===== config.mk =====
export PLATFORM = sky130hd
export DESIGN_NAME = byte_parity_port
export DESIGN_NICKNAME = d
export VERILOG_FILES = /design/src/rtl/bp_pkg.sv /design/src/rtl/bp_tree_bank.sv /design/src/rtl/bp_check.sv /design/src/rtl/bp_gen.sv /design/src/rtl/byte_parity_port.sv
export SDC_FILE = /design/constraint.sdc
export NUM_CORES = 1
export LEC_CHECK = 0
export ABC_AREA = 1
export BUFFER_PORTS_ARGS = -buffer_cell sky130_fd_sc_hd__buf_4
export CORE_MARGIN = 1
export CORE_UTILIZATION = 33
export DETAILED_ROUTE_END_ITERATION = 8
export SLEW_MARGIN = 20
export SYNTH_ARGS = -nofsm -noshare
export SYNTH_HDL_FRONTEND = slang
export SYNTH_HIERARCHICAL = 1
export SYNTH_SLANG_ARGS = --single-unit

===== constraint.sdc =====
create_clock -name clk -period 2.4 [get_ports clk]
set_input_delay 0.12 -clock clk [delete_from_list [all_inputs] [get_ports clk]]
set_output_delay 0.12 -clock clk [all_outputs]
set_load 0.01 [all_outputs]

===== src/rtl/bp_pkg.sv =====
// Package: geometry of the byte-parity word and a small helper.
// Assumes each byte is DATA_BITS data bits plus one parity bit on top.
package bp_pkg;
    localparam int BYTES     = 4;
    localparam int DATA_BITS = 8;
    localparam int BYTE_W    = DATA_BITS + 1;
    localparam int WORD_W    = BYTES * BYTE_W;

    // Parity bit for a byte whose data-bit XOR is x under the chosen sense.
    function automatic logic par_bit(input logic x, input logic odd);
        return x ^ odd;
    endfunction
endpackage


===== src/rtl/bp_tree_bank.sv =====
// Module: bank of parity trees, one per byte, each XOR-reducing the
// data bits of its byte. Assumes the byte layout in bp_pkg.
module bp_tree_bank #(
    parameter int BYTES     = bp_pkg::BYTES,
    parameter int DATA_BITS = bp_pkg::DATA_BITS,
    localparam int BYTE_W   = DATA_BITS + 1,
    localparam int WORD_W   = BYTES * BYTE_W
) (
    input  logic [WORD_W-1:0] word,
    output logic [BYTES-1:0]  xor_data
);
    for (genvar b = 0; b < BYTES; b++) begin : g_tree
        // Reduce the data bits of byte b.
        always_comb xor_data[b] = ^word[b*BYTE_W +: DATA_BITS];
    end
endmodule


===== src/rtl/bp_check.sv =====
// Module: error-flag logic. It combines the tree results with each
// byte's parity bit. Assumes xor_data was computed from the same word.
// The flag is forced inactive while the trees are lent out.
module bp_check #(
    parameter int BYTES     = bp_pkg::BYTES,
    parameter int DATA_BITS = bp_pkg::DATA_BITS,
    localparam int BYTE_W   = DATA_BITS + 1,
    localparam int WORD_W   = BYTES * BYTE_W
) (
    input  logic [WORD_W-1:0] word,
    input  logic [BYTES-1:0]  xor_data,
    input  logic              odd_sel,
    input  logic              trees_busy,
    output logic              perr_n
);
    logic [BYTES-1:0] byte_bad;

    for (genvar b = 0; b < BYTES; b++) begin : g_bad
        // Byte fails when its nine-bit XOR differs from the selected sense.
        always_comb byte_bad[b] = xor_data[b] ^ word[b*BYTE_W + DATA_BITS] ^ odd_sel;
    end

    // Flag low on any failing byte, held high while trees are borrowed.
    always_comb perr_n = trees_busy | ~(|byte_bad);
endmodule


===== src/rtl/bp_gen.sv =====
// Module: parity substitution. It overwrites each byte's top bit with
// parity derived from the given tree results. Assumes xor_data belongs
// to word.
module bp_gen #(
    parameter int BYTES     = bp_pkg::BYTES,
    parameter int DATA_BITS = bp_pkg::DATA_BITS,
    localparam int BYTE_W   = DATA_BITS + 1,
    localparam int WORD_W   = BYTES * BYTE_W
) (
    input  logic [WORD_W-1:0] word,
    input  logic [BYTES-1:0]  xor_data,
    input  logic              odd_sel,
    output logic [WORD_W-1:0] gen_word
);
    for (genvar b = 0; b < BYTES; b++) begin : g_sub
        // Keep data bits, replace parity bit.
        always_comb begin
            gen_word[b*BYTE_W +: DATA_BITS]  = word[b*BYTE_W +: DATA_BITS];
            gen_word[b*BYTE_W + DATA_BITS]   = bp_pkg::par_bit(xor_data[b], odd_sel);
        end
    end
endmodule


===== src/rtl/byte_parity_port.sv =====
// Module: one port's parity unit. It checks the input bus, generates
// parity on reads and holds the output register. Assumes the selects
// are stable around the clock edge that loads a word.
module byte_parity_port #(
    parameter int BYTES     = bp_pkg::BYTES,
    parameter int DATA_BITS = bp_pkg::DATA_BITS,
    localparam int BYTE_W   = DATA_BITS + 1,
    localparam int WORD_W   = BYTES * BYTE_W
) (
    input  logic              clk,
    input  logic              rst_n,
    input  logic              cs_n,
    input  logic              en,
    input  logic              wr_rd,
    input  logic              mb_sel,
    input  logic              gen_sel,
    input  logic              odd_sel,
    input  logic [WORD_W-1:0] bus_in,
    input  logic [WORD_W-1:0] fifo_word,
    input  logic [WORD_W-1:0] mail_word,
    output logic              perr_n,
    output logic [WORD_W-1:0] rd_word
);
    logic              rd_stb;
    logic              mail_gen;
    logic [WORD_W-1:0] shared_in;
    logic [BYTES-1:0]  shared_xor;
    logic [BYTES-1:0]  fifo_xor;
    logic [WORD_W-1:0] mail_gen_word;
    logic [WORD_W-1:0] fifo_gen_word;
    logic [WORD_W-1:0] next_word;

    // Decode the read strobe and the mailbox-generation borrow.
    always_comb begin
        rd_stb   = ~cs_n & en & ~wr_rd;
        mail_gen = rd_stb & mb_sel & gen_sel;
    end

    // Shared trees see the mailbox word while borrowed, else the bus.
    always_comb shared_in = mail_gen ? mail_word : bus_in;

    bp_tree_bank #(.BYTES(BYTES), .DATA_BITS(DATA_BITS)) u_shared_trees (
        .word(shared_in), .xor_data(shared_xor));

    bp_check #(.BYTES(BYTES), .DATA_BITS(DATA_BITS)) u_check (
        .word(bus_in), .xor_data(shared_xor), .odd_sel(odd_sel),
        .trees_busy(mail_gen), .perr_n(perr_n));

    bp_gen #(.BYTES(BYTES), .DATA_BITS(DATA_BITS)) u_mail_gen (
        .word(mail_word), .xor_data(shared_xor), .odd_sel(odd_sel),
        .gen_word(mail_gen_word));

    bp_tree_bank #(.BYTES(BYTES), .DATA_BITS(DATA_BITS)) u_fifo_trees (
        .word(fifo_word), .xor_data(fifo_xor));

    bp_gen #(.BYTES(BYTES), .DATA_BITS(DATA_BITS)) u_fifo_gen (
        .word(fifo_word), .xor_data(fifo_xor), .odd_sel(odd_sel),
        .gen_word(fifo_gen_word));

    // Pick the word to load from source and generate select.
    always_comb begin
        if (mb_sel) next_word = gen_sel ? mail_gen_word : mail_word;
        else        next_word = gen_sel ? fifo_gen_word : fifo_word;
    end

    // Output register: cleared in reset, loaded on a read strobe.
    always_ff @(posedge clk) begin
        if (!rst_n)      rd_word <= '0;
        else if (rd_stb) rd_word <= next_word;
    end

    // reset clears the output register.
    assert_reset_clear_R1: assert property (@(posedge clk)
        !rst_n |=> rd_word == '0);

    // flag held inactive during a mailbox read with generation.
    assert_flag_held_R9: assert property (@(posedge clk) disable iff (!rst_n)
        (rd_stb && mb_sel && gen_sel) |-> perr_n);

    // no strobe, no change.
    assert_hold_R8: assert property (@(posedge clk) disable iff (!rst_n)
        !rd_stb |=> $stable(rd_word));

    // storage read without generation loads the word unchanged.
    assert_passthru_R7: assert property (@(posedge clk) disable iff (!rst_n)
        (rd_stb && !mb_sel && !gen_sel) |=> rd_word == $past(fifo_word));

    for (genvar b = 0; b < BYTES; b++) begin : g_chk
        // every byte loaded with generation meets the sampled sense.
        assert_gen_sense_R6: assert property (@(posedge clk) disable iff (!rst_n)
            (rd_stb && gen_sel) |=> (^rd_word[b*BYTE_W +: BYTE_W]) == $past(odd_sel));
    end
endmodule


==> impl_metrics.yaml <==
outcome:
  status: "complete, no violations"
worst_setup_path:
  r2r_setup_slack_ns: 1.65
  crit_arrival_ns: 2.03
  required_ns: 2.28
  crit_path_start_kind: "primary input"
  crit_path_end_kind: "output pin"
  crit_fanout: 12
  critPathKind: "primary input to output pin"
global_routing:
  first_global_vias: 5252
  overflow: 0
  use_met2_pct: 35.49
  use_met1_pct: 24.30
  met3_usage_pct: 3.464
  grt.busiest_layer: "met2"
  antenna_found_initial: 0
  grt_max_degree: 74
  grt_usage_pct: 19.62
  grt_pass1_wl_mm: 25.40
timing:
  rsz0062_at_grt: "false"
  setup_violations: 0
  relSlewSlack_pct: 49.07
  fmax_ghz: 0.4649
  slew_violations: 0
  worstMarginPinSlew_ns: 0.7640
  finClkSkew_ns: 0
  hold_viol_final: 0
  min_period_over_period_pct: 89.62
  finalSetupTns_ns: 0
  finalCriticalPeriod_ns: 2.151
final_layout:
  biggestRegsByFlops: "rd_word (36)"
  nNetsFinal: 1273
  diodes: 0
  final_area_sq_um: 6178
  finalNonFillerCells: 1368
  syn2layout_area_growth_pct: 18.39
  final_cell_mix: "nand2_1 (704), buf_4 (162), inv_1 (119)"
  largest_register_ffs: 36
  regMostFlops: "rd_word"
  filler_cell_count: 1777
  fin_util_pct: 40.34
  final_common_cell: "nand2_1"
  drive_gt1_share_pct: 16.08
clocking:
  clk_path_buf_depth: 2
  cts_hold_buf: 0
  h-tree-depth: 2
  clockRootBuffer: "clkbuf_16"
  cts_buffers: 5
  insertion_delay_ns: 0.29
  clock_sinks: 36
  clk_pin_slew_ns: 0.06
  cts_tree: "built"
floorplanning:
  num_rows: 45
  die_h_um: 127.8
  die_area_sq_um: 16320
  io_pins: 153
  die_width_um: 127.8
  coreArea_sq_um: 15310
  start_util_pct: 34.08
drt:
  drt_wl_total_mm: 16.12
  vias: 6064
  drt_pass1_iterations: 7
  drc_errors: 0
  routed_via_density: 4.433
  drt_iter0_drc: 391
  ant_nets: 0
  wl_per_cell_um: 11.78
placed_design:
  place_area_sq_um: 5948
  io_buffers: 152
  placedCellCount: 1356
  gp_congestion: 0.7998
  dp.final_hpwl_mm: 11.68
power:
  p_per_area_nw_per_um2: 377.6
  ir_drop_uv: 213.7
  p_total_w: 0.002333
  p_leak_nw: 3.993
flow_run:
  drv_cap: 0
logic_synthesis:
  synth_area_sq_um: 5219
  ys_warn_count: 6
  synthesis.nets: 1204
  avgSynthCellArea_sq_um: 4.797
  netlist_instances: 1088
worst_hold_path:
  min_path_type: "primary input to flop"
where the power goes:
group | total (W) | switching [W] | internal (W) | leakage (nW)
combinational | 0.000963 | 0.000567 | 0.000397 | 3.62
sequential | 0.000649 | 0.0000185 | 0.000630 | 0.295
clock | 0.000721 | 0.000284 | 0.000437 | 0.0760
total | 0.00233 | 0.000869 | 0.00146 | 3.99
path summary, 6_finish.rpt:
path                startpoint     endpoint  cells past startpoint
setup / recovery         wr_rd       perr_n                     23
hold reg to reg     rd_word[2]   rd_word[2]                      4
hold / removal    fifo_word[8]   rd_word[8]                      5
setup reg to reg   rd_word[28]  rd_word[28]                      4
routing by layer:
metal / wire (um) / part of all wire, %
met4: 187 / 1.2
met3: 889 / 5.5
met5: 0 / 0
met2: 7647 / 47
met1: 7395 / 46
through the flow:
step	hold WS (ns)	setup WS, ns
final	0.1915	0.2492
after global routing	0.2325	0.0006077
after CTS	0.1898	0.1649
after detailed placement	0.4943	0.1706
after global placement	0.4894	0.1744
after floorplan	0.3157	0.6182
critical path, stage by stage:
cell,delay [ns]
buf_4,0.11
inv_2,0.07
nand2_2,0.09
nor2_8,0.16
buf_4,0.15
nand2_4,0.12
nand2_1,0.09
nand2_1,0.09
inv_1,0.08
nand2_1,0.05
nand2_1,0.07
nand2_1,0.05
nand2_1,0.06
nand2_1,0.06
nand2_2,0.12
inv_1,0.05
nand2_1,0.07
nand3_1,0.06
nand2_1,0.06
inv_1,0.03
nand3_1,0.05
nand2_1,0.06
buf_4,0.14
repair_timing:
action | 4_1_cts | 5_1_grt
resized for setup | 0 | 6
endpoints found under the hold margin | 0 | 0
endpoints found under the setup margin | 0 | 1
setup buffers | 0 | 4
cell type report:
class	instances	area, sq um	share of cell area [%]
Clock buffer	7	152.6	2.471
Timing Repair Buffer	163	1236	20.01
Inverter	126	499.2	8.080
Tap cell	211	264.0	4.273
Multi-Input combinational cell	825	3306	53.50
Sequential cell	36	720.7	11.66
(Power assumes the default switching activity.)
